==> config.mk <==
export PLATFORM = sky130hd
export DESIGN_NAME = pingpong_pwm_seq
export DESIGN_NICKNAME = d
export VERILOG_FILES = /design/src/rtl/pps_pkg.sv /design/src/rtl/pps_player.sv /design/src/rtl/pps_datapath.sv /design/src/rtl/pps_control.sv /design/src/rtl/pingpong_pwm_seq.sv
export SDC_FILE = /design/constraint.sdc
export NUM_CORES = 1
export LEC_CHECK = 0
export ABC_AREA = 1
export BUFFER_PORTS_ARGS = -buffer_cell sky130_fd_sc_hd__buf_2
export CORE_MARGIN = 3
export CORE_UTILIZATION = 33
export DETAILED_ROUTE_END_ITERATION = 10
export GPL_ROUTABILITY_DRIVEN = 0
export PLACE_DENSITY = 0.6
export SLEW_MARGIN = 20
export SYNTH_ARGS = -nofsm -noshare
export SYNTH_HDL_FRONTEND = slang
export SYNTH_SLANG_ARGS = --single-unit
export TNS_END_PERCENT = 10
==> constraint.sdc <==
create_clock -name clk -period 1.83 [get_ports clk]
set_input_delay 0.0915 -clock clk [delete_from_list [all_inputs] [get_ports clk]]
set_output_delay 0.0915 -clock clk [all_outputs]
set_load 0.05 [all_outputs]
==> src/rtl/pps_pkg.sv <==
package pps_pkg;

  // Strobes from the control to the datapath.
  typedef struct packed {
    logic [1:0] fetchEn;   // player may read its segment
    logic [1:0] matchEn;   // player may compare and apply
    logic       altRoute;  // alternate routing of outputs
    logic       altSel;    // player routed to group A
  } seqCtl_t;

  // Events from the datapath back to the control.
  typedef struct packed {
    logic [1:0] applied;      // a record was applied this cycle
    logic [1:0] appliedLast;  // the applied record closes its segment
  } seqEvt_t;

endpackage

==> src/rtl/pps_player.sv <==
module pps_player #(
  parameter int PHASE_W = 12,
  parameter int LEVEL_W = 8,
  parameter int ADDR_W  = 6
) (
  input  logic                              clk,
  input  logic                              rstN,
  input  logic                              fetchEn,
  input  logic                              matchEn,
  input  logic [PHASE_W-1:0]                phaseIdx,
  input  logic                              phaseStep,
  output logic                              memRd,
  output logic [ADDR_W-1:0]                 memAddr,
  input  logic [PHASE_W+LEVEL_W:0]          memData,
  output logic                              applied,
  output logic                              appliedLast,
  output logic [LEVEL_W-1:0]                appliedLevel
);

  localparam int REC_W   = PHASE_W + LEVEL_W + 1;
  localparam int END_BIT = REC_W - 1;

  logic [REC_W-1:0]  curRec, nxtRec;
  logic              curV, nxtV, rdPend;
  logic [ADDR_W-1:0] nextAddr;

  logic [PHASE_W-1:0] curPhase;
  logic               hit;
  logic [REC_W-1:0]   keepCur;
  logic               keepCurV, keepNxtV;

  assign curPhase     = curRec[PHASE_W+LEVEL_W-1:LEVEL_W];
  assign hit          = matchEn && phaseStep && curV && (curPhase == phaseIdx);
  assign applied      = hit;
  assign appliedLast  = hit && curRec[END_BIT];
  assign appliedLevel = curRec[LEVEL_W-1:0];

  // one read in flight at most; a slot must be free
  assign memRd   = fetchEn && !rdPend && !(curV && nxtV);
  assign memAddr = nextAddr;

  // holding registers after a possible consume
  always_comb begin
    if (hit) begin
      keepCur  = nxtRec;
      keepCurV = nxtV;
      keepNxtV = 1'b0;
    end else begin
      keepCur  = curRec;
      keepCurV = curV;
      keepNxtV = nxtV;
    end
  end

  always_ff @(posedge clk) begin
    if (!rstN || !fetchEn) begin
      curRec   <= '0;
      nxtRec   <= '0;
      curV     <= 1'b0;
      nxtV     <= 1'b0;
      rdPend   <= 1'b0;
      nextAddr <= '0;
    end else begin
      rdPend <= memRd;
      if (rdPend) begin
        nextAddr <= memData[END_BIT] ? '0 : nextAddr + 1'b1;
        if (!keepCurV) begin
          curRec <= memData;
          curV   <= 1'b1;
          nxtV   <= 1'b0;
        end else begin
          curRec <= keepCur;
          curV   <= 1'b1;
          nxtRec <= memData;
          nxtV   <= 1'b1;
        end
      end else begin
        curRec <= keepCur;
        curV   <= keepCurV;
        nxtV   <= keepNxtV;
      end
    end
  end

endmodule

==> src/rtl/pps_datapath.sv <==
module pps_datapath
  import pps_pkg::*;
#(
  parameter int PHASE_W = 12,
  parameter int LEVEL_W = 8,
  parameter int ADDR_W  = 6
) (
  input  logic                                   clk,
  input  logic                                   rstN,
  input  seqCtl_t                                ctl,
  input  logic [PHASE_W-1:0]                     phaseIdx,
  input  logic                                   phaseStep,
  output logic [1:0]                             memRd,
  output logic [1:0][ADDR_W-1:0]                 memAddr,
  input  logic [1:0][PHASE_W+LEVEL_W:0]          memData,
  output seqEvt_t                                evt,
  output logic [LEVEL_W-1:0]                     chanA,
  output logic [LEVEL_W-1:0]                     chanB
);

  logic [1:0]              applied, appliedLast;
  logic [1:0][LEVEL_W-1:0] level;

  for (genvar g = 0; g < 2; g++) begin : g_player
    pps_player #(
      .PHASE_W(PHASE_W),
      .LEVEL_W(LEVEL_W),
      .ADDR_W (ADDR_W)
    ) u_player (
      .clk         (clk),
      .rstN        (rstN),
      .fetchEn     (ctl.fetchEn[g]),
      .matchEn     (ctl.matchEn[g]),
      .phaseIdx    (phaseIdx),
      .phaseStep   (phaseStep),
      .memRd       (memRd[g]),
      .memAddr     (memAddr[g]),
      .memData     (memData[g]),
      .applied     (applied[g]),
      .appliedLast (appliedLast[g]),
      .appliedLevel(level[g])
    );
  end

  assign evt.applied     = applied;
  assign evt.appliedLast = appliedLast;

  always_ff @(posedge clk) begin
    if (!rstN) begin
      chanA <= '0;
      chanB <= '0;
    end else if (ctl.altRoute) begin
      if (ctl.altSel ? applied[1] : applied[0])
        chanA <= ctl.altSel ? level[1] : level[0];
      chanB <= '0;
    end else begin
      if (applied[0]) chanA <= level[0];
      if (applied[1]) chanB <= level[1];
    end
  end

endmodule

==> src/rtl/pps_control.sv <==
module pps_control
  import pps_pkg::*;
(
  input  logic    clk,
  input  logic    rstN,
  input  logic    altMode,
  input  logic    runA,
  input  logic    runB,
  input  logic    switchReq,
  input  seqEvt_t evt,
  output seqCtl_t ctl,
  output logic    altSel
);

  logic altRun, pend, sel, lastHit;

  assign altRun  = altMode && runA;
  assign lastHit = sel ? evt.appliedLast[1] : evt.appliedLast[0];

  always_comb begin
    ctl.altRoute = altMode;
    ctl.altSel   = sel;
    if (altMode) begin
      ctl.fetchEn[0] = altRun && (!sel || pend);
      ctl.fetchEn[1] = altRun && (sel || pend);
      ctl.matchEn[0] = altRun && !sel;
      ctl.matchEn[1] = altRun && sel;
    end else begin
      ctl.fetchEn[0] = runA;
      ctl.fetchEn[1] = runB;
      ctl.matchEn[0] = runA;
      ctl.matchEn[1] = runB;
    end
  end

  always_ff @(posedge clk) begin
    if (!rstN || !altRun) begin
      sel  <= 1'b0;
      pend <= 1'b0;
    end else if (pend && lastHit) begin
      sel  <= !sel;
      pend <= 1'b0;
    end else if (switchReq) begin
      pend <= 1'b1;
    end
  end

  assign altSel = sel;

endmodule

==> src/rtl/pingpong_pwm_seq.sv <==
module pingpong_pwm_seq
  import pps_pkg::*;
#(
  parameter int PHASE_W = 12,
  parameter int LEVEL_W = 8,
  parameter int ADDR_W  = 6
) (
  input  logic                       clk,
  input  logic                       rstN,
  input  logic                       altMode,
  input  logic                       runA,
  input  logic                       runB,
  input  logic                       switchReq,
  input  logic [PHASE_W-1:0]         phaseIdx,
  input  logic                       phaseStep,
  output logic                       memRdA,
  output logic [ADDR_W-1:0]          memAddrA,
  input  logic [PHASE_W+LEVEL_W:0]   memDataA,
  output logic                       memRdB,
  output logic [ADDR_W-1:0]          memAddrB,
  input  logic [PHASE_W+LEVEL_W:0]   memDataB,
  output logic [LEVEL_W-1:0]         chanA,
  output logic [LEVEL_W-1:0]         chanB,
  output logic                       altSel
);

  seqCtl_t ctl;
  seqEvt_t evt;
  logic [1:0]                     memRd;
  logic [1:0][ADDR_W-1:0]         memAddr;
  logic [1:0][PHASE_W+LEVEL_W:0]  memData;

  assign memData  = {memDataB, memDataA};
  assign memRdA   = memRd[0];
  assign memRdB   = memRd[1];
  assign memAddrA = memAddr[0];
  assign memAddrB = memAddr[1];

  pps_control u_ctrl (
    .clk      (clk),
    .rstN     (rstN),
    .altMode  (altMode),
    .runA     (runA),
    .runB     (runB),
    .switchReq(switchReq),
    .evt      (evt),
    .ctl      (ctl),
    .altSel   (altSel)
  );

  pps_datapath #(
    .PHASE_W(PHASE_W),
    .LEVEL_W(LEVEL_W),
    .ADDR_W (ADDR_W)
  ) u_dp (
    .clk      (clk),
    .rstN     (rstN),
    .ctl      (ctl),
    .phaseIdx (phaseIdx),
    .phaseStep(phaseStep),
    .memRd    (memRd),
    .memAddr  (memAddr),
    .memData  (memData),
    .evt      (evt),
    .chanA    (chanA),
    .chanB    (chanB)
  );

endmodule

==> results.yml, run 1 <==
run_status:
  status: "finished clean"
drt:
  drt_first_pass_iters: 5
  remaining_drc_errors: 0
  antenna_left: 0
  wl_mm: 18.2
  vias: 6639
  wire_per_inst_um: 12.3
  drt_iter0_markers: 431
  viasPerCell: 4.48
worst_setup_path:
  rr_endpoint: "u_dp.g_player[0].u_player.curRec[0]"
  critPathTopFamily: "simple AND/OR/NAND/NOR gates"
  cp_cell_sequence: "nand2_4 -> buf_12 -> nand2_1 -> nor2_2 -> nand2_1 -> nor2_4 -> nand2_4 -> nand2_4 -> nand3_4 -> clkbuf_16 -> nor2_1 -> nor2_1"
  rr_startpoint: "u_ctrl.altSel"
  cp.buffers_inverters: 2
  crit_required_ns: 2.15
  crit_top_cell: "nand2_4"
  worstPathMaxFanout: 12
  cpPeakStageDelay_ns: 0.33
  r2r_slack_ns: 0.06
  rr_worst_depth: 12
  cp.arrival_ns: 2.09
  startpoint_type: "flip-flop"
  end_kind: "flip-flop"
  crit_type: "flip-flop to flip-flop"
  slowest_stage: "dfxtp_2"
timing:
  fmax_mhz: 564
  timing.setup.tns_ns: 0
  tightestPinTransition_ns: 0.725
  finalCritPeriodShare_pct: 96.9
  setup_viol: 0
  hold_viol: 0
  post-route-min-period_ns: 1.77
  maxSlewHeadroom_pct: 51.6
  grt_setup_unrepaired: "true"
  slew_violations: 0
  finClkSkew_ns: 0.00669
  hold-worst-slack_ns: 0.0405
floorplan:
  dieArea_um2: 21100
  die_w_um: 145
  core_um2: 18900
  rows: 50
  die_h_um: 145
  start_util_pct: 33.9
  num_io_pins: 92
cts:
  cts_tree: "done"
  clkTransAtPathRegs_ns: 0.06
  htree_levels: 4
  root_buffer: "clkbuf_16"
  cts_buffer_depth: 2
  cts_sinks: 120
  numCtsBuffers: 17
  clk-insertion-delay-late_ns: 0.42
synthesis:
  postSynthAreaPerCell_um2: 5.99
  ys_types: 30
  yosysTopAreaCell: "dfxtp_1"
  synth_area_um2: 6400
  ys_seq_area_share_pct: 37.6
  synth-seq-cells: 120
  ys.flop_type: "dfxtp_1"
  syn_inst: 1068
  ys_warn_count: 0
  synth_nets: 1131
  synth.top_cell.area_share_pct: 37.6
  synth_area_leaders: "dfxtp_1 (38%), nand2_1 (20%), nor2_1 (11%)"
  synthArstFlopShare_pct: 0
  synth_edf_count: 0
cells_and_area:
  num-fill-cells: 2059
  nets: 1274
  area_delta_synth_final_pct: 32.6
  final_common_cell: "nand2_1"
  drive_gt1_share_pct: 16.7
  final_cell_mix: "nand2_1 (344), nor2_1 (186), inv_1 (141)"
  finalNonFillerCells: 1481
  n_antenna_cell: 0
pwr:
  p_sw_share_pct: 25.0
  p_switching_mw: 1.63
  ir_drop_mv: 0.594
  power.density_nw_per_um2: 767
  p_leak_nw: 4.22
  power_frac_seq_pct: 41.3
  clockPowerShare_pct: 48.1
  intPower_mw: 4.88
  total_power_mw: 6.51
  p_comb_share_pct: 10.6
grt:
  grt_usage_pct: 16.9
  grt_max_degree: 44
  grt_antenna_before_repair: 0
  grt_pass1_vias: 6114
  grt_overflow_total: 0
  grt_pass1_wl_mm: 29.6
run:
  drv_cap: 0
hold_path:
  hold_start: "switchReq"
  hold_path_class: "input pin to flip-flop"
  hold_end: "u_ctrl.pend"
  holdPathStages: 5
place:
  portBuffers: 91
  post-dp-hpwl_mm: 12.1
  dp.cells: 1403
-- final cells by class --
| type | count | area [µm²] | share of cell area (%) |
|---|---|---|---|
| clock buffers | 21 | 470 | 5.55 |
| repair buffers | 175 | 1360 | 16.0 |
| multi-input cells | 753 | 3290 | 38.8 |
| well taps | 260 | 325 | 3.84 |
| clock inverters | 8 | 75.1 | 0.885 |
| inverters | 144 | 541 | 6.37 |
| flip-flops and latches | 120 | 2420 | 28.5 |
-- routing by layer --
| metal | share of wire [%] | up-vias | GRT usage, % |
|---|---|---|---|
| met1 | 49 | 2952 | 22.9 |
| li1 | - | 3536 | - |
| met3 | 4.2 | 27 | 3.75 |
| met2 | 44 | 124 | 26.1 |
| met5 | 0 | - | 0 |
| met4 | 2.1 | 0 | 6.51 |
-- flip-flops by register name (all words and copies together) (netlist names) --
name	cells
u_ctrl.altSel	1
u_ctrl.pend	1
u_dp.chanA	8
u_dp.chanB	8
u_dp.g_player.u_player.curRec	42
u_dp.g_player.u_player.curV	2
u_dp.g_player.u_player.memAddr	12
u_dp.g_player.u_player.nxtRec	42
u_dp.g_player.u_player.nxtV	2
u_dp.g_player.u_player.rdPend	2
-- cells in the mapped netlist (2+ instances only) --
library cell / number
nand2_1: 346
nor2_1: 193
xor2_1: 6
buf_1: 9
buf_2: 27
nand4_1: 4
inv_2: 3
clkbuf_1: 12
a21oi_1: 53
inv_1: 141
nor3_1: 5
nand2_2: 6
o21ai_0: 20
dfxtp_1: 120
xnor2_1: 2
nor2_2: 2
nand3_1: 95
ha_1: 2
nand3b_1: 8
buf_4: 4
-- worst max-delay path by stage --
stage,end,from,cells past startpoint,slack [ns]
global placement,u_dp.g_player[0].u_player.memAddr[5],u_ctrl.altSel,5,-0.26
global route,u_dp.g_player[0].u_player.curRec[6],u_ctrl.altSel,13,-0.06
CTS,u_dp.g_player[1].u_player.memAddr[0],u_ctrl.altSel,7,0.04
floorplan,u_dp.g_player[1].u_player.curV,u_ctrl.altSel,10,0.12
finish,u_dp.g_player[0].u_player.curRec[0],u_ctrl.altSel,12,0.06
detailed placement,u_dp.g_player[1].u_player.memAddr[0],u_ctrl.altSel,7,0.04
-- per-stage QoR --
step	cell area, µm²	setup WS (ns)	utilization (%)
floorplan	6410	0.116	-
global placement	7310	-0.262	38.7
detailed placement	7310	0.0443	38.7
CTS	8280	0.0408	43.8
global route	8480	-0.0643	44.9
finish	8480	0.0562	44.9
-- worst register-to-register path, stage by stage (launching register included) --
cell       delay, ns
dfxtp_2         0.33
nand2_4         0.07
buf_12          0.12
nand2_1         0.07
nor2_2          0.10
nand2_1         0.08
nor2_4          0.13
nand2_4         0.08
nand2_4         0.08
nand3_4         0.16
clkbuf_16       0.25
nor2_1          0.12
nor2_1          0.06
-- power by group through the flow --
stage / combinational, mW / clock (mW) / sequential, mW
finish: 0.691 / 3.13 / 2.69
CTS: 0.653 / 3.19 / 2.69
detailed placement: 0.577 / 0 / 2.74
global route: 0.779 / 3.31 / 2.69
floorplan: 0.368 / 0 / 2.73
global placement: 0.576 / 0 / 2.74
-- logic make-up after synthesis --
group,count (synthesis),share of synthesized area (%)
AO/OA/AOI/OAI,76,6.03
XOR/XNOR,8,1.10
adder cells (fa/ha/maj),2,0.391
buffers and inverters,196,12.3
flip-flops,120,37.6
AND/OR/NAND/NOR,666,42.7
-- what timing repair did --
action,4_1_cts,5_1_grt
hold buffers,42,0
buffers inserted,0,3
resized for setup,0,36
endpoints found under the hold margin,54,0
setup endpoints to repair,0,96
(Power assumes the default switching activity.)
==> run 2, diff against run 1 <==
--- a/config.mk
+++ b/config.mk
@@ -5,13 +5,12 @@
 export SDC_FILE = /design/constraint.sdc
 export NUM_CORES = 1
 export LEC_CHECK = 0
-export ABC_AREA = 1
 export BUFFER_PORTS_ARGS = -buffer_cell sky130_fd_sc_hd__buf_2
 export CORE_MARGIN = 3
 export CORE_UTILIZATION = 33
 export DETAILED_ROUTE_END_ITERATION = 10
 export GPL_ROUTABILITY_DRIVEN = 0
-export PLACE_DENSITY = 0.6
+export PLACE_DENSITY = 0.61
 export SLEW_MARGIN = 20
 export SYNTH_ARGS = -nofsm -noshare
 export SYNTH_HDL_FRONTEND = slang
==> run 2 against run 1 <==
  * The run now ends with negative setup slack left
  * Combinational power shrank 29%
  * Largest cell class unchanged
  * Setup slack lost 0.46 ns
  * Largest power group unchanged
  * Critical path depth shrank 5
  * Clock-buffer cell count grew 3
  * Utilization grew 4.7 points
  * Via count shrank 28%
  * Flip-flop and latch count is the same
  * Cell area shrank 9.8%
  * First-iteration DRC count shrank 49%
  * Power grew 2.7%
  * Die area shrank 17%
  * Synthesized cell count shrank 44%
==> results.yml, run 2 <==
floorplan:
  dieArea_um2: 17500
  core_um2: 15400
  die_h_um: 132
  die_w_um: 132
  rows: 45
  num_io_pins: 92
  start_util_pct: 34.2
timing:
  maxSlewHeadroom_pct: 74.3
  setup_ws_ns: -0.404
  timing.setup.tns_ns: -22.41
  setup_viol: 93
  hold_viol: 0
  finClkSkew_ns: 0.0139
  finalCritPeriodShare_pct: 122
  tightestPinTransition_ns: 0.384
  post-route-min-period_ns: 2.23
  grt_setup_unrepaired: "true"
  slew_violations: 0
  hold-worst-slack_ns: 0.0448
  fmax_mhz: 448
cells_and_area:
  seqCellArea_um2: 2410
  final_util_pct: 49.6
  nets: 821
  num-fill-cells: 1486
  final_common_cell: "nand2_1"
  n_antenna_cell: 0
  area_delta_synth_final_pct: 45.1
  drive_gt1_share_pct: 32.7
  final_cell_mix: "nand2_1 (124), dfxtp_1 (117), buf_2 (90)"
  multi_input_area_um2: 2870
grt:
  grt_pass1_wl_mm: 24.4
  grt_pass1_vias: 4899
  grt_usage_pct: 17.3
  grt_overflow_total: 0
  grt_max_degree: 43
  grt_antenna_before_repair: 0
run_status:
  violations: "negative setup slack"
  status: "finished with violations"
synthesis:
  synth_area_um2: 5270
  synth_area_leaders: "dfxtp_1 (46%), nand2_1 (8.9%), mux2i_1 (8.2%)"
  yosys.cell_count.top_type: "nand2_1"
  postSynthAreaPerCell_um2: 8.80
  ys_warn_count: 0
  syn_inst: 599
  synth-simple-area-share_pct: 19.4
  ys.flop_type: "dfxtp_1"
  ys_seq_area_share_pct: 45.6
  synth.top_cell.area_share_pct: 45.6
  synthMuxAreaShare_pct: 8.17
  yosys.area_share.adder_pct: 0.475
  synth_xor_area_share_pct: 4.98
  synth-seq-cells: 120
  synth_compound_area_share_pct: 17.0
  synth_top_family_by_area: "simple AND/OR/NAND/NOR gates"
  ys_types: 44
  synthArstFlopShare_pct: 0
  synth_nets: 662
  synth_top_cells_by_count: "nand2_1 (125), dfxtp_1 (120), a21oi_1 (58), nor2_1 (58), mux2i_1 (43)"
  yosysTopAreaCell: "dfxtp_1"
  synth_edf_count: 0
worst_setup_path:
  startpoint_type: "flip-flop"
  cp.arrival_ns: 2.54
  rr_worst_depth: 7
  rr_startpoint: "u_dp.g_player[1].u_player.curRec[9]"
  crit_required_ns: 2.14
  end_kind: "flip-flop"
  crit_type: "flip-flop to flip-flop"
  worstPathMaxFanout: 11
  rr_endpoint: "u_dp.g_player[1].u_player.nxtRec[19]"
  r2r_slack_ns: -0.40
cts:
  clk-insertion-delay-late_ns: 0.42
  clkTransAtPathRegs_ns: 0.06
  root_buffer: "clkbuf_16"
  htree_levels: 4
  numCtsBuffers: 17
  cts_tree: "done"
  cts_buffer_depth: 2
  cts_sinks: 120
hold_path:
  holdPathStages: 2
  hold_end: "u_dp.chanA[6]"
  hold_path_class: "input pin to flip-flop"
  hold_start: "rstN"
run:
  drv_cap: 0
drt:
  remaining_drc_errors: 0
  vias: 4802
  viasPerCell: 4.90
  antenna_left: 0
  wl_mm: 15.2
  wire_per_inst_um: 15.5
  drt_iter0_markers: 221
  drt_first_pass_iters: 4
place:
  post-dp-hpwl_mm: 10.2
  portBuffers: 91
pwr:
  p_leak_nw: 3.03
  ir_drop_mv: 0.756
  power.density_nw_per_um2: 873
-- run 2: final cells by class --
| type | instances | area share [%] |
|---|---|---|
| well taps | 211 | 3.45 |
| flip-flops and latches | 120 | 31.5 |
| multi-input cells | 435 | 37.5 |
| clock inverters | 7 | 1.47 |
| clock buffers | 24 | 6.82 |
| repair buffers | 181 | 19.1 |
| inverters | 3 | 0.147 |
-- run 2: metrics by stage --
stage | cell area [µm²] | power (mW) | setup slack (ns) | cells
6_report | 7650 | 6.68 | -0.404 | 981
5_1_grt | 7650 | 6.91 | -0.450 | 981
4_1_cts | 7490 | 6.74 | -0.364 | 978
3_5_place_dp | 6260 | 3.09 | -0.391 | 903
3_3_place_gp | 6260 | 3.09 | -0.335 | 903
2_1_floorplan | 5330 | 2.90 | -0.328 | 599
-- run 2: worst max path at each step --
stage	from	end	cells after the start	slack [ns]
2_1_floorplan	u_dp.g_player[1].u_player.curRec[9]	u_dp.g_player[1].u_player.nxtRec[2]	8	-0.33
3_3_place_gp	u_dp.g_player[1].u_player.curRec[9]	u_dp.g_player[1].u_player.curRec[0]	7	-0.34
3_5_place_dp	u_dp.g_player[1].u_player.curRec[9]	u_dp.g_player[1].u_player.curRec[2]	6	-0.39
4_1_cts	u_dp.g_player[1].u_player.curRec[9]	u_dp.g_player[1].u_player.nxtRec[4]	7	-0.36
5_1_grt	u_dp.g_player[1].u_player.curRec[9]	u_dp.g_player[1].u_player.nxtRec[20]	7	-0.45
6_report	u_dp.g_player[1].u_player.curRec[9]	u_dp.g_player[1].u_player.nxtRec[19]	7	-0.40
-- run 2: kinds of logic after synthesis --
logic type / Yosys count
AO/OA/AOI/OAI: 122
XOR/XNOR: 30
adder cells (fa/ha/maj): 2
buffers and inverters: 44
flip-flops: 120
multiplexers: 43
AND/OR/NAND/NOR: 238
-- run 2: power breakdown --
part / internal (mW) / total [mW] / switching, mW / leakage (nW)
logic: 0.235 / 0.490 / 0.255 / 1.75
registers: 2.64 / 2.67 / 0.0234 / 0.970
clock network: 2.38 / 3.53 / 1.15 / 0.314
total: 5.26 / 6.68 / 1.43 / 3.03
-- run 2: repair_timing --
item | in CTS | in global routing
endpoints found under the hold margin | 78 | 0
buffers inserted | 0 | 1
gates resized for setup | 29 | 27
hold buffers | 42 | 0
pin swaps | 33 | 4
setup endpoints to repair | 105 | 108
gates cloned | 2 | 2
-- run 2: critical path: stages (launching register included) --
cell,delay [ns]
dfxtp_2,0.32
nor2b_4,0.11
or4_4,0.51
or3_4,0.40
o311a_4,0.36
clkbuf_16,0.20
mux2i_1,0.16
nor2_1,0.06
-- run 2: metal layers --
| metal | vias up | track usage [%] | wire (µm) |
|---|---|---|---|
| li1 | 2402 | - | - |
| met1 | 2285 | 21.4 | 6990 |
| met2 | 99 | 29.5 | 7520 |
| met3 | 16 | 4.20 | 524 |
| met4 | 0 | 5.89 | 192 |
| met5 | - | 0 | 0 |
